==> config.mk <==
export PLATFORM = sky130hd
export DESIGN_NAME = dmach_top
export DESIGN_NICKNAME = d
export VERILOG_FILES = /design/src/rtl/dmach_pkg.sv /design/src/rtl/dmach_engine.sv /design/src/rtl/dmach_regs.sv /design/src/rtl/dmach_top.sv
export SDC_FILE = /design/constraint.sdc
export NUM_CORES = 1
export LEC_CHECK = 0
export CAP_MARGIN = 10
export CORE_MARGIN = 3
export CORE_UTILIZATION = 35
export CTS_CLUSTER_DIAMETER = 40
export DETAILED_ROUTE_END_ITERATION = 10
export MAX_ROUTING_LAYER = met4
export PLACE_DENSITY = 0.64
export SLEW_MARGIN = 10
export SYNTH_ARGS = -nofsm -noshare
export SYNTH_HDL_FRONTEND = slang
export SYNTH_SLANG_ARGS = --single-unit
==> constraint.sdc <==
create_clock -name clk -period 3.8 [get_ports clk]
set_clock_uncertainty 0.1 [all_clocks]
set_input_delay 0.57 -clock clk [delete_from_list [all_inputs] [get_ports clk]]
set_output_delay 0.57 -clock clk [all_outputs]
set_load 0.02 [all_outputs]
==> src/rtl/dmach_pkg.sv <==
package dmach_pkg;
    localparam int DE_BIT  = 0;
    localparam int TE_BIT  = 1;
    localparam int IE_BIT  = 2;
    localparam int SM_LSB  = 12;
    localparam int DM_LSB  = 14;
    localparam int HIE_BIT = 18;
    localparam int HE_BIT  = 19;
    localparam int RPT_LSB = 25;

    localparam logic [2:0] RPT_DST = 3'b010;
    localparam logic [1:0] AM_INC  = 2'b01;

    localparam logic [1:0] IDX_SRC = 2'd0;
    localparam logic [1:0] IDX_DST = 2'd1;
    localparam logic [1:0] IDX_CNT = 2'd2;
    localparam logic [1:0] IDX_CTL = 2'd3;

    typedef enum logic [1:0] {ENG_IDLE, ENG_READ, ENG_WRITE} eng_state_e;

    typedef struct packed {
        logic [2:0] rpt;
        logic [1:0] dm;
        logic [1:0] sm;
        logic       hie;
        logic       he;
        logic       ie;
        logic       te;
        logic       de;
    } ctrl_t;

    function automatic logic [31:0] ctrl_word(input ctrl_t c);
        logic [31:0] w;
        w = '0;
        w[RPT_LSB +: 3] = c.rpt;
        w[DM_LSB +: 2]  = c.dm;
        w[SM_LSB +: 2]  = c.sm;
        w[HIE_BIT]      = c.hie;
        w[HE_BIT]       = c.he;
        w[IE_BIT]       = c.ie;
        w[TE_BIT]       = c.te;
        w[DE_BIT]       = c.de;
        return w;
    endfunction
endpackage

==> src/rtl/dmach_engine.sv <==
module dmach_engine
    import dmach_pkg::*;
#(
    parameter int AW = 32,
    parameter int DW = 32
) (
    input  logic          clk,
    input  logic          rst_n,
    input  logic          start,
    input  logic [AW-1:0] src,
    input  logic [AW-1:0] dst,
    input  logic [DW-1:0] mem_rdata,
    input  logic          mem_ack,
    output logic          mem_req,
    output logic          mem_we,
    output logic [AW-1:0] mem_addr,
    output logic [DW-1:0] mem_wdata,
    output logic          done,
    output logic          idle
);
    typedef struct packed {
        eng_state_e    st;
        logic [DW-1:0] data;
    } eng_t;

    eng_t d, q;

    always_comb begin
        d    = q;
        done = 1'b0;
        case (q.st)
            ENG_IDLE:  if (start) d.st = ENG_READ;
            ENG_READ:  if (mem_ack) begin
                d.data = mem_rdata;
                d.st   = ENG_WRITE;
            end
            ENG_WRITE: if (mem_ack) begin
                done = 1'b1;
                d.st = ENG_IDLE;
            end
            default:   d.st = ENG_IDLE;
        endcase
    end

    always_ff @(posedge clk or negedge rst_n) begin
        if (!rst_n) q <= '{st: ENG_IDLE, data: '0};
        else        q <= d;
    end

    assign mem_req   = (q.st == ENG_READ) || (q.st == ENG_WRITE);
    assign mem_we    = (q.st == ENG_WRITE);
    assign mem_addr  = (q.st == ENG_WRITE) ? dst : src;
    assign mem_wdata = q.data;
    assign idle      = (q.st == ENG_IDLE);
endmodule

==> src/rtl/dmach_regs.sv <==
module dmach_regs
    import dmach_pkg::*;
#(
    parameter int AW         = 32,
    parameter int CW         = 16,
    parameter int WORD_BYTES = 4
) (
    input  logic          clk,
    input  logic          rst_n,
    input  logic          reg_we,
    input  logic [1:0]    reg_addr,
    input  logic [31:0]   reg_wdata,
    output logic [31:0]   reg_rdata,
    input  logic          eng_idle,
    input  logic          xfer_done,
    output logic [AW-1:0] src,
    output logic [AW-1:0] dst,
    output logic [CW-1:0] cnt,
    output ctrl_t         ctrl,
    output logic          can_run
);
    localparam logic [AW-1:0] STEP = AW'(WORD_BYTES);

    typedef struct packed {
        logic [AW-1:0] src;
        logic [AW-1:0] dst;
        logic [AW-1:0] bdst;
        logic [CW-1:0] cnt;
        logic [CW-1:0] bcnt;
        ctrl_t         ctrl;
    } regs_t;

    regs_t d, q;
    logic          wr_ok;
    logic [CW-1:0] dec;

    always_comb begin
        d     = q;
        wr_ok = !q.ctrl.de && eng_idle;
        dec   = q.cnt - CW'(1);
        if (reg_we) begin
            case (reg_addr)
                IDX_SRC: if (wr_ok) d.src = reg_wdata[AW-1:0];
                IDX_DST: if (wr_ok) begin
                    d.dst  = reg_wdata[AW-1:0];
                    d.bdst = reg_wdata[AW-1:0];
                end
                IDX_CNT: if (wr_ok) begin
                    d.cnt  = reg_wdata[CW-1:0];
                    d.bcnt = reg_wdata[CW-1:0];
                end
                default: begin
                    d.ctrl.rpt = reg_wdata[RPT_LSB +: 3];
                    d.ctrl.dm  = reg_wdata[DM_LSB +: 2];
                    d.ctrl.sm  = reg_wdata[SM_LSB +: 2];
                    d.ctrl.hie = reg_wdata[HIE_BIT];
                    d.ctrl.ie  = reg_wdata[IE_BIT];
                    d.ctrl.de  = reg_wdata[DE_BIT];
                    d.ctrl.he  = q.ctrl.he & reg_wdata[HE_BIT];
                    d.ctrl.te  = q.ctrl.te & reg_wdata[TE_BIT];
                end
            endcase
        end
        if (xfer_done) begin
            d.cnt = dec;
            if (q.ctrl.sm == AM_INC) d.src = q.src + STEP;
            if (q.ctrl.dm == AM_INC) d.dst = q.dst + STEP;
            if (dec == (q.bcnt >> 1)) d.ctrl.he = 1'b1;
            if (dec == '0) begin
                d.ctrl.te = 1'b1;
                if (q.ctrl.rpt == RPT_DST) begin
                    d.cnt = q.bcnt;
                    d.dst = q.bdst;
                end
            end
        end
    end

    always_ff @(posedge clk or negedge rst_n) begin
        if (!rst_n) q <= '0;
        else        q <= d;
    end

    always_comb begin
        case (reg_addr)
            IDX_SRC: reg_rdata = 32'(q.src);
            IDX_DST: reg_rdata = 32'(q.dst);
            IDX_CNT: reg_rdata = 32'(q.cnt);
            default: reg_rdata = ctrl_word(q.ctrl);
        endcase
    end

    assign src     = q.src;
    assign dst     = q.dst;
    assign cnt     = q.cnt;
    assign ctrl    = q.ctrl;
    assign can_run = q.ctrl.de && (q.cnt != '0) && !(q.ctrl.he && q.ctrl.te);
endmodule

==> src/rtl/dmach_top.sv <==
module dmach_top
    import dmach_pkg::*;
#(
    parameter int AW = 32,
    parameter int DW = 32,
    parameter int CW = 16
) (
    input  logic          clk,
    input  logic          rst_n,
    input  logic          reg_we,
    input  logic [1:0]    reg_addr,
    input  logic [31:0]   reg_wdata,
    output logic [31:0]   reg_rdata,
    input  logic          master_en,
    input  logic          abort_i,
    input  logic          dreq,
    output logic          mem_req,
    output logic          mem_we,
    output logic [AW-1:0] mem_addr,
    output logic [DW-1:0] mem_wdata,
    input  logic [DW-1:0] mem_rdata,
    input  logic          mem_ack,
    output logic          irq
);
    logic [AW-1:0] src_w, dst_w;
    logic [CW-1:0] cnt_w;
    ctrl_t         ctrl_w;
    logic          can_run_w, done_w, idle_w, start_w;

    assign start_w = can_run_w && master_en && !abort_i && dreq;

    dmach_regs #(.AW(AW), .CW(CW), .WORD_BYTES(4)) u_regs (
        .clk       (clk),
        .rst_n     (rst_n),
        .reg_we    (reg_we),
        .reg_addr  (reg_addr),
        .reg_wdata (reg_wdata),
        .reg_rdata (reg_rdata),
        .eng_idle  (idle_w),
        .xfer_done (done_w),
        .src       (src_w),
        .dst       (dst_w),
        .cnt       (cnt_w),
        .ctrl      (ctrl_w),
        .can_run   (can_run_w)
    );

    dmach_engine #(.AW(AW), .DW(DW)) u_eng (
        .clk       (clk),
        .rst_n     (rst_n),
        .start     (start_w),
        .src       (src_w),
        .dst       (dst_w),
        .mem_rdata (mem_rdata),
        .mem_ack   (mem_ack),
        .mem_req   (mem_req),
        .mem_we    (mem_we),
        .mem_addr  (mem_addr),
        .mem_wdata (mem_wdata),
        .done      (done_w),
        .idle      (idle_w)
    );

    assign irq = ctrl_w.ie && (ctrl_w.te || (ctrl_w.he && ctrl_w.hie));
endmodule

Yosys cells after proc, flatten, opt, wreduce, memory -nomap -nowiden
Index checks and enable logic that the tools add are counted.
{"block": "totals", "reg_bits": 174, "out_inout_bits": 99}
{"block": "op_classes", "addsub": 3, "eq_ne": 11, "n_reduce_logical": 28, "bitwise": 3, "muxes": 28}
{"op": "$mux 32", "n": 9}
{"op": "$mux 64", "n": 3}
{"op": "$mux 140", "n": 1}
{"op": "$pmux 32 s3", "n": 1}
{"op": "$add 32x3->32 const B", "n": 2}
{"op": "$mux 16", "n": 3}
{"op": "$mux 34", "n": 1}
{"op": "$eq 16x15->1", "n": 1}
{"op": "$logic_not 16->1", "n": 1}
{"op": "$reduce_bool 16->1", "n": 1}
{"op": "$sub 16x1->16 const B", "n": 1}
{"op": "$mux 12", "n": 1}
{"op": "$reduce_and 3->1", "n": 4}
{"op": "$logic_and 1x1->1", "n": 9}
{"op": "$eq 2x1->1 const B", "n": 4}
{"op": "$mux 1", "n": 6}
{"op": "$pmux 2 s3", "n": 1}
{"op": "$reduce_bool 2->1", "n": 3}
{"op": "$eq 2x2->1 const B", "n": 2}
{"op": "$logic_not 2->1", "n": 2}
{"op": "$mux 2", "n": 2}
{"op": "$ne 2x2->1 const B", "n": 2}
{"op": "$reduce_and 2->1", "n": 2}
{"op": "$eq 3x2->1 const B", "n": 1}
{"op": "6 further kinds", "n": 10}

Logic depth before layout (Yosys ltp)
Gate-level depths: netlist (run 1).
{"block": "depth", "word_depth": 9, "ltp_mapped": 11}

Hierarchy
A second synthesis (run 1) with hierarchy kept.
{"block": "unflattened", "hier_cells": 1240, "hier_area_um2": 11314.6}
{"mod": "dmach_regs", "seq_area_each_um2": 3503.4, "area_each_um2": 9211.3, "instances": 1, "cells_each": 1084}
{"mod": "dmach_engine", "seq_area_each_um2": 850.8, "area_each_um2": 2082.0, "instances": 1, "cells_each": 153}
{"mod": "dmach_top", "seq_area_each_um2": 0.0, "area_each_um2": 21.3, "instances": 1, "cells_each": 3}

Worst setup path after synthesis (run 1)
No wires, ideal clock.
{"block": "synth_path", "path_type": "in2out", "startpoint": "input reg_addr[0]", "endpoint": "output reg_rdata[18]", "path_stages": 5, "path_slack_ns": 0.609, "path_buffers": 3, "arrival_ns": 2.521, "required_time_ns": 3.130, "cell_sequence": "buf_1 > clkbuf_1 > buf_1 > mux2i_1 > o21ai_0"}
{"block": "synth_between", "elab_chain_cells": 2, "elab_cells_between_ends": 4, "cone_classes": "eq/ne (2); mux (1); reduce/logical (1)"}
{"element": "start: declaration", "line": "dmach_top.sv:11", "source": "input logic [1:0] reg_addr,"}
{"element": "$eq 2x2->1 (tied with other cells)", "line": "dmach_regs.sv:85", "source": "case (reg_addr)"}
{"element": "$pmux 32 s3 (*)", "line": "dmach_regs.sv:85"}
{"element": "end: declaration", "line": "dmach_top.sv:13", "source": "output logic [31:0] reg_rdata,"}
Every way passes the cells marked *; elsewhere a longest branch is shown, timed or not.

Worst setup path in the final report (run 1)
{"block": "layout_path", "startpoint": "register u_eng.q[32] (netlist bit)", "endpoint": "output mem_addr[1]"}
{"block": "layout_between", "elab_chain_cells": 2}
{"element": "start: declaration", "line": "dmach_engine.sv:26", "source": "eng_t d, q;"}
{"element": "start signal: assignment", "line": "dmach_engine.sv:46", "source": "if (!rst_n) q <= '{st: ENG_IDLE, data: '0};"}
{"element": "$eq 2x2->1", "line": "dmach_engine.sv:52", "source": "assign mem_addr = (q.st == ENG_WRITE) ? dst : src;"}
{"element": "$mux 32", "line": "dmach_engine.sv:52"}
{"element": "end: declaration", "line": "dmach_top.sv:19", "source": "output logic [AW-1:0] mem_addr,"}
Every way passes these cells.

==> impl_metrics.toml, run 1 <==
[synth]
synthFlopType = "dfrtp_1"
synth_nets = 1239
netlist_area_sq_mm = 0.01076
ys_seq_area_share_pct = 40.47
avgSynthCellArea_sq_um = 9.284
synthCells = 1159
synth-seq-cells = 174
async_reset_ff_share_pct = 100.0
synth-edff-count = 0
synth.distinct_cells = 68
ys_warn_count = 0

[drt]
wl_met3_um = 2303
num_vias = 9438
via_per_inst = 5.608
drt_iter0_drc = 715
wl_per_cell_um = 20.63
top_layer = "met4"
drtPass1Iterations = 5
wl_um = 34720
met1_length_um = 15880
drcViolationCount = 0
detail-route-antenna-nets = 0
met2_length_um = 15780

[final_layout]
n_antenna_cell = 0
layout_commonest_cell = "dfrtp_1"
fin_nets = 1361
drive_gt1_share_pct = 16.32
utilization_pct = 44.39
final_cell_mix = "dfrtp_1 (174), clkdlybuf4s50_1 (169), nand2_1 (166), o21ai_0 (79), nor2_1 (76)"
area_delta_synth_final_pct = 23.58

[worst_setup_path]
worstPathArrival_ns = 2.83
crit_fanout = 28
start_kind = "flip-flop"
required_ns = 3.13
worstSetupPathType = "reg2out"
crit_path_end_kind = "output pin"

[timing]
fin_ws_ns = 0.3046
fmax_mhz = 286.1
tightestPinTransition_ns = 0.9256
min_period_over_period_pct = 91.98
final.setup.tns_ns = 0
period_needed_ns = 3.495
slew_headroom_pct = 38.29
rsz0062_at_grt = "no"
setup_viol = 0
fin_hold_ws_ns = 0.1260
finalHoldViolCount = 0
slew_viol_final = 0

[floorplan]
placeableCoreArea_sq_mm = 0.02995
dieArea_sq_mm = 0.03288
rows = 63
fp.dieH_um = 181.3
die_w_um = 181.3
io_pins = 172
start_util_pct = 35.92

[pwr]
power_switching_mw = 4.436
leakage_nw = 5.376
total_power_mw = 10.53
switching_share_pct = 42.14
powerDensity_mw_per_mm2 = 791.6
vdd_drop_max_mv = 0.3829
clockPowerShare_pct = 16.5
seqPwrFrac_pct = 35.1
internal_power_mw = 6.090
combPwrFrac_pct = 48.4

[placed_design]
place_hpwl_um = 25080
post-place-ws_ns = 0.5411
io_buffers = 171
gp_congestion = 0.9038

[min_path]
min_path_type = "in2async"

[clock_network]
cts_hold_buf = 0
clockBufferDepth = 2
root_buffer = "clkbuf_16"
htreeDepth = 4
postCtsSetupBuffers = 0
insertion_delay_ns = 0.43
ctsResizeCount = 0
path_clk_slew_ns = 0.08
clock-sinks = 174
cts_inserted_buffers = 17
tritoncts = "yes"

[grt]
antenna_found_initial = 0
grt_pass1_vias = 9346
grt_max_degree = 97
grt_use_total_pct = 21.40
grt_pass1_wl_um = 54440
gr-total-overflow = 0

[run_status]
status = "complete, no violations"

[run]
maxCapViolCount = 0
[cells in the mapped netlist (all sizes together), types with 3 or more instances]
cell     number  area [sq um]
o221a         3         33.78
nor2         77         289.0
ha            7         87.58
or4           4         37.53
mux2         68         765.7
nor3b         8         65.06
o221ai        3         26.28
o22ai         6         37.54
a211oi       18         145.1
nor2b         5         31.28
a311oi        5         43.79
a31oi         6         37.54
nor4          9         92.59
mux2i        30         300.3
xnor2        26         227.7
mux4          7         157.7
nand3        33         165.2
nand4b        3         26.28
dfrtp       174          4354
a21boi       31         232.7
clkbuf       54         202.7
o21ai        81         405.4
nand4        16         106.4
a21oi        41         205.2
a221oi       32         480.5
xor2         22         192.7
and2          5         31.28
nor4b         5         58.80
a2111oi       4         35.03
a21o          3         22.52
buf          59         414.2
o211ai        3         22.52
inv          48         180.2
or2           5         31.28
or3           7         43.79
nand3b        6         45.04
nor3         46         230.2
nand2       166         623.1
and3         10         62.56
[per-stage QoR]
| step | instance area [sq um] | std cells |
|---|---|---|
| 2_1_floorplan | 10760 | 1159 |
| 3_3_place_gp | 12740 | 1652 |
| 3_5_place_dp | 12740 | 1652 |
| 4_1_cts | 13300 | 1683 |
| 5_1_grt | 13300 | 1683 |
| 6_report | 13300 | 1683 |
[worst paths after layout]
kind | from | to | slack [ns] | cells after the start
min in group clk | u_regs.q[44]$_DFFE_PN0P_ | u_regs.q[44]$_DFFE_PN0P_ | 0.38 | 2
setup reg to reg | u_regs.cnt[4]$_DFFE_PN0P_ | u_regs.dst[2]$_DFF_PN0_ | 0.48 | 8
max in group asynchronous | rst_n | u_regs.dst[11]$_DFF_PN0_ | 2.50 | 2
hold / removal | rst_n | u_regs.src[22]$_DFF_PN0_ | 0.13 | 1
setup / recovery | u_eng.q[32]$_DFFE_PN0P_ | mem_addr[1] | 0.30 | 5
hold reg to reg | u_regs.q[44]$_DFFE_PN0P_ | u_regs.q[44]$_DFFE_PN0P_ | 0.38 | 2
[worst max-delay path: stages, from the launching register on]
cell and delay, ns:
dfrtp_1 0.40, inv_1 0.10, ha_2 0.46, buf_4 0.46, mux2_2 0.41, clkdlybuf4s50_1 0.58
[power groups by stage]
stage,Combinational [mW],Sequential [mW],Clock [mW]
2_1_floorplan,3.59,3.28,0
3_3_place_gp,5.03,3.68,0
3_5_place_dp,5.10,3.71,0
4_1_cts,5.12,3.67,1.77
5_1_grt,5.51,3.83,1.83
6_report,5.09,3.70,1.73
[metal layers]
layer | vias up | global-route usage, %
li1 | 4343 | -
met1 | 4696 | 29.84
met2 | 361 | 32.27
met3 | 38 | 3.503
met4 | 0 | 6.063
met5 | - | -
[state kept, by name, indices dropped and copies added, names as in the netlist]
register,count
u_regs.ctrl,12
u_regs.cnt,16
u_regs.dst,32
u_regs.q,48
u_eng.mem_wdata,32
u_eng.q,2
u_regs.src,32
[cell families (layout without fill, tap and decap cells)]
| logic type | Yosys count | after routing | share of synthesized area (%) |
|---|---|---|---|
| mux | 105 | 105 | 11.37 |
| buf+inv | 161 | 295 | 7.407 |
| fa+ha+maj | 7 | 7 | 0.8139 |
| xor+xnor | 48 | 48 | 3.907 |
| simple gates | 410 | 410 | 18.38 |
| compound gates | 254 | 254 | 17.65 |
| flops | 174 | 174 | 40.47 |
[final cells by class]
class / instances / area, sq um
flip-flops and latches: 174 / 4354
well taps: 390 / 488.0
multi-input cells: 824 / 5630
fillers: 2945 / 16660
clock buffers: 18 / 429.2
inverters: 48 / 180.2
repair buffers: 216 / 2083
clock inverters: 13 / 132.6
Note: power is estimated with default switching activity, not from simulation.
==> run 2: changes to the inputs <==
--- a/config.mk
+++ b/config.mk
@@ -7,11 +7,10 @@
 export LEC_CHECK = 0
 export CAP_MARGIN = 10
 export CORE_MARGIN = 3
-export CORE_UTILIZATION = 35
+export CORE_UTILIZATION = 55
 export CTS_CLUSTER_DIAMETER = 40
 export DETAILED_ROUTE_END_ITERATION = 10
-export MAX_ROUTING_LAYER = met4
-export PLACE_DENSITY = 0.64
+export PLACE_DENSITY = 0.79
 export SLEW_MARGIN = 10
 export SYNTH_ARGS = -nofsm -noshare
 export SYNTH_HDL_FRONTEND = slang
==> run 2 against run 1 <==
Clock power grew 3%; clock-buffer cell count shrank 1; worst hold slack lost 0.082 ns; largest power group unchanged; global-route usage grew 9.0 points; critical path depth grew 3; sequential power grew 1%; non-clock buffer count shrank 2; sequential share of layout area grew 0.34 points.
==> impl_metrics.toml, run 2 (same netlist as run 1, synthesis figures left out) <==
[worst_setup_path]
crit_path_max_incr_delay_ns = 0.63
crit_fanout = 50
crit_path_end_kind = "flip-flop"
r2r-end = "u_regs.cnt[14]$_DFFE_PN0P_"
reg2reg_slack_ns = 0.38
worstSetupPathType = "reg2reg"
start_kind = "flip-flop"
reg2reg_depth = 8
required_ns = 4.04
crit_slowest_cell = "or4_4"
worstReg2RegStart = "u_regs.cnt[2]$_DFFE_PN0P_"
worstPathArrival_ns = 3.65
path_cells = "or4_4 -> nor4b_1 -> xnor2_1 -> nand2_1 -> nor4_4 -> buf_12 -> a2111oi_0 -> nor3_1"

[timing]
rsz0062_at_grt = "no"
slew_viol_final = 0
finalHoldViolCount = 0
min_period_over_period_pct = 89.94
fin_hold_ws_ns = 0.04389
slew_headroom_pct = 51.77
tightestPinTransition_ns = 0.7234
final.setup.tns_ns = 0
period_needed_ns = 3.418
fmax_mhz = 292.6
setup_viol = 0

[pwr]
internal_power_mw = 6.106
switching_share_pct = 42.29
vdd_drop_max_mv = 0.4372
powerDensity_mw_per_mm2 = 804.0
power_switching_mw = 4.475
seqPwrFrac_pct = 35.4
leakage_nw = 5.386
clockPowerShare_pct = 16.9
combPwrFrac_pct = 47.6

[grt]
grt_pass1_vias = 9479
gr-total-overflow = 0
grt_pass1_wl_um = 52100
antenna_found_initial = 0
grt_max_degree = 77
grt_use_total_pct = 30.41

[floorplan]
start_util_pct = 56.77
die_w_um = 145.9
dieArea_sq_mm = 0.02128
fp.dieH_um = 145.9
placeableCoreArea_sq_mm = 0.01896
io_pins = 172
rows = 50

[final_layout]
largest_reg_flops = 48
seq_area_sq_mm = 0.004354
final_cell_mix = "dfrtp_1 (174), clkdlybuf4s50_1 (169), nand2_1 (166), o21ai_0 (79), nor2_1 (76)"
area_delta_synth_final_pct = 22.30
utilization_pct = 69.43
fin_nets = 1359
multi_input_area_sq_mm = 0.005630
layout_commonest_cell = "dfrtp_1"
drive_gt1_share_pct = 16.33
fillers = 1460
largest_register = "u_regs.q"
n_antenna_cell = 0

[clock_network]
htreeDepth = 4
clockBufferDepth = 2
clock-sinks = 174
postCtsSetupBuffers = 0
tritoncts = "yes"
root_buffer = "clkbuf_16"
insertion_delay_ns = 0.44
path_clk_slew_ns = 0.08
cts_inserted_buffers = 17
cts_hold_buf = 0
ctsResizeCount = 0

[min_path]
min_path_type = "in2async"

[run]
maxCapViolCount = 0

[placed_design]
gp_congestion = 0.9684
io_buffers = 171
place_hpwl_um = 23400

[drt]
via_per_inst = 6.223
drtPass1Iterations = 6
detail-route-antenna-nets = 0
drt_iter0_drc = 878
num_vias = 9658
wl_per_cell_um = 21.33
drcViolationCount = 0
wl_um = 33100

[run_status]
status = "complete, no violations"
## run 2: final cells by class
cell class              count  area share [%]
multi-input cells         824           42.78
flip-flops and latches    174           33.09
repair buffers            214           15.81
clock buffers              17           3.233
well taps                 260           2.472
inverters                  48           1.369
clock inverters            15           1.245
## run 2: critical path: cells and delay by family, from the launching register on
kind	cells	cell delay, ns
AND/OR/NAND/NOR	5	1.93
flip-flops	1	0.55
buffers and inverters	1	0.30
XOR/XNOR	1	0.26
AO/OA/AOI/OAI	1	0.15
## run 2: worst max path at each step
stage | start | endpoint | slack (ns) | cells past startpoint
global route | u_regs.cnt[2]$_DFFE_PN0P_ | u_regs.cnt[14]$_DFFE_PN0P_ | 0.18 | 8
floorplan | reg_addr[0] | reg_rdata[18] | 0.61 | 5
detailed placement | u_regs.cnt[2]$_DFFE_PN0P_ | u_regs.dst[3]$_DFF_PN0_ | 0.44 | 8
global placement | reg_addr[1] | reg_rdata[4] | 0.53 | 5
CTS | u_regs.cnt[2]$_DFFE_PN0P_ | u_regs.cnt[14]$_DFFE_PN0P_ | 0.41 | 8
finish | u_regs.cnt[2]$_DFFE_PN0P_ | u_regs.cnt[14]$_DFFE_PN0P_ | 0.38 | 8
## run 2: power by group through the flow
stage	clock network, mW	registers (mW)	logic [mW]
after global placement	0	3.69	4.89
after global routing	1.88	3.86	5.40
after detailed placement	0	3.73	4.98
final	1.79	3.75	5.04
after CTS	1.81	3.71	5.03
after floorplan	0	3.28	3.59
## run 2: metal layers
metal | routed length, um | global-route usage (%) | vias up
met1 | 13910 | 41.71 | 4698
met2 | 15550 | 49.08 | 526
met5 | 0 | 0 | -
li1 | - | - | 4364
met4 | 918 | 10.07 | 0
met3 | 2720 | 5.543 | 70
## run 2: per-stage QoR
stage	total power [mW]	worst slack [ns]	area (sq um)	std cells
floorplan	6.867	0.6094	10760	1159
global placement	8.573	0.5320	12570	1520
detailed placement	8.709	0.4439	12570	1520
CTS	10.54	0.4068	13160	1552
global route	11.14	0.1807	13160	1552
finish	10.58	0.3824	13160	1552
==> run 3: changes to the inputs <==
--- a/config.mk
+++ b/config.mk
@@ -5,7 +5,6 @@
 export SDC_FILE = /design/constraint.sdc
 export NUM_CORES = 1
 export LEC_CHECK = 0
-export CAP_MARGIN = 10
 export CORE_MARGIN = 3
 export CORE_UTILIZATION = 55
 export CTS_CLUSTER_DIAMETER = 40
==> results of run 3 <==
Final layout, timing and power as in run 2 (identical DEF).
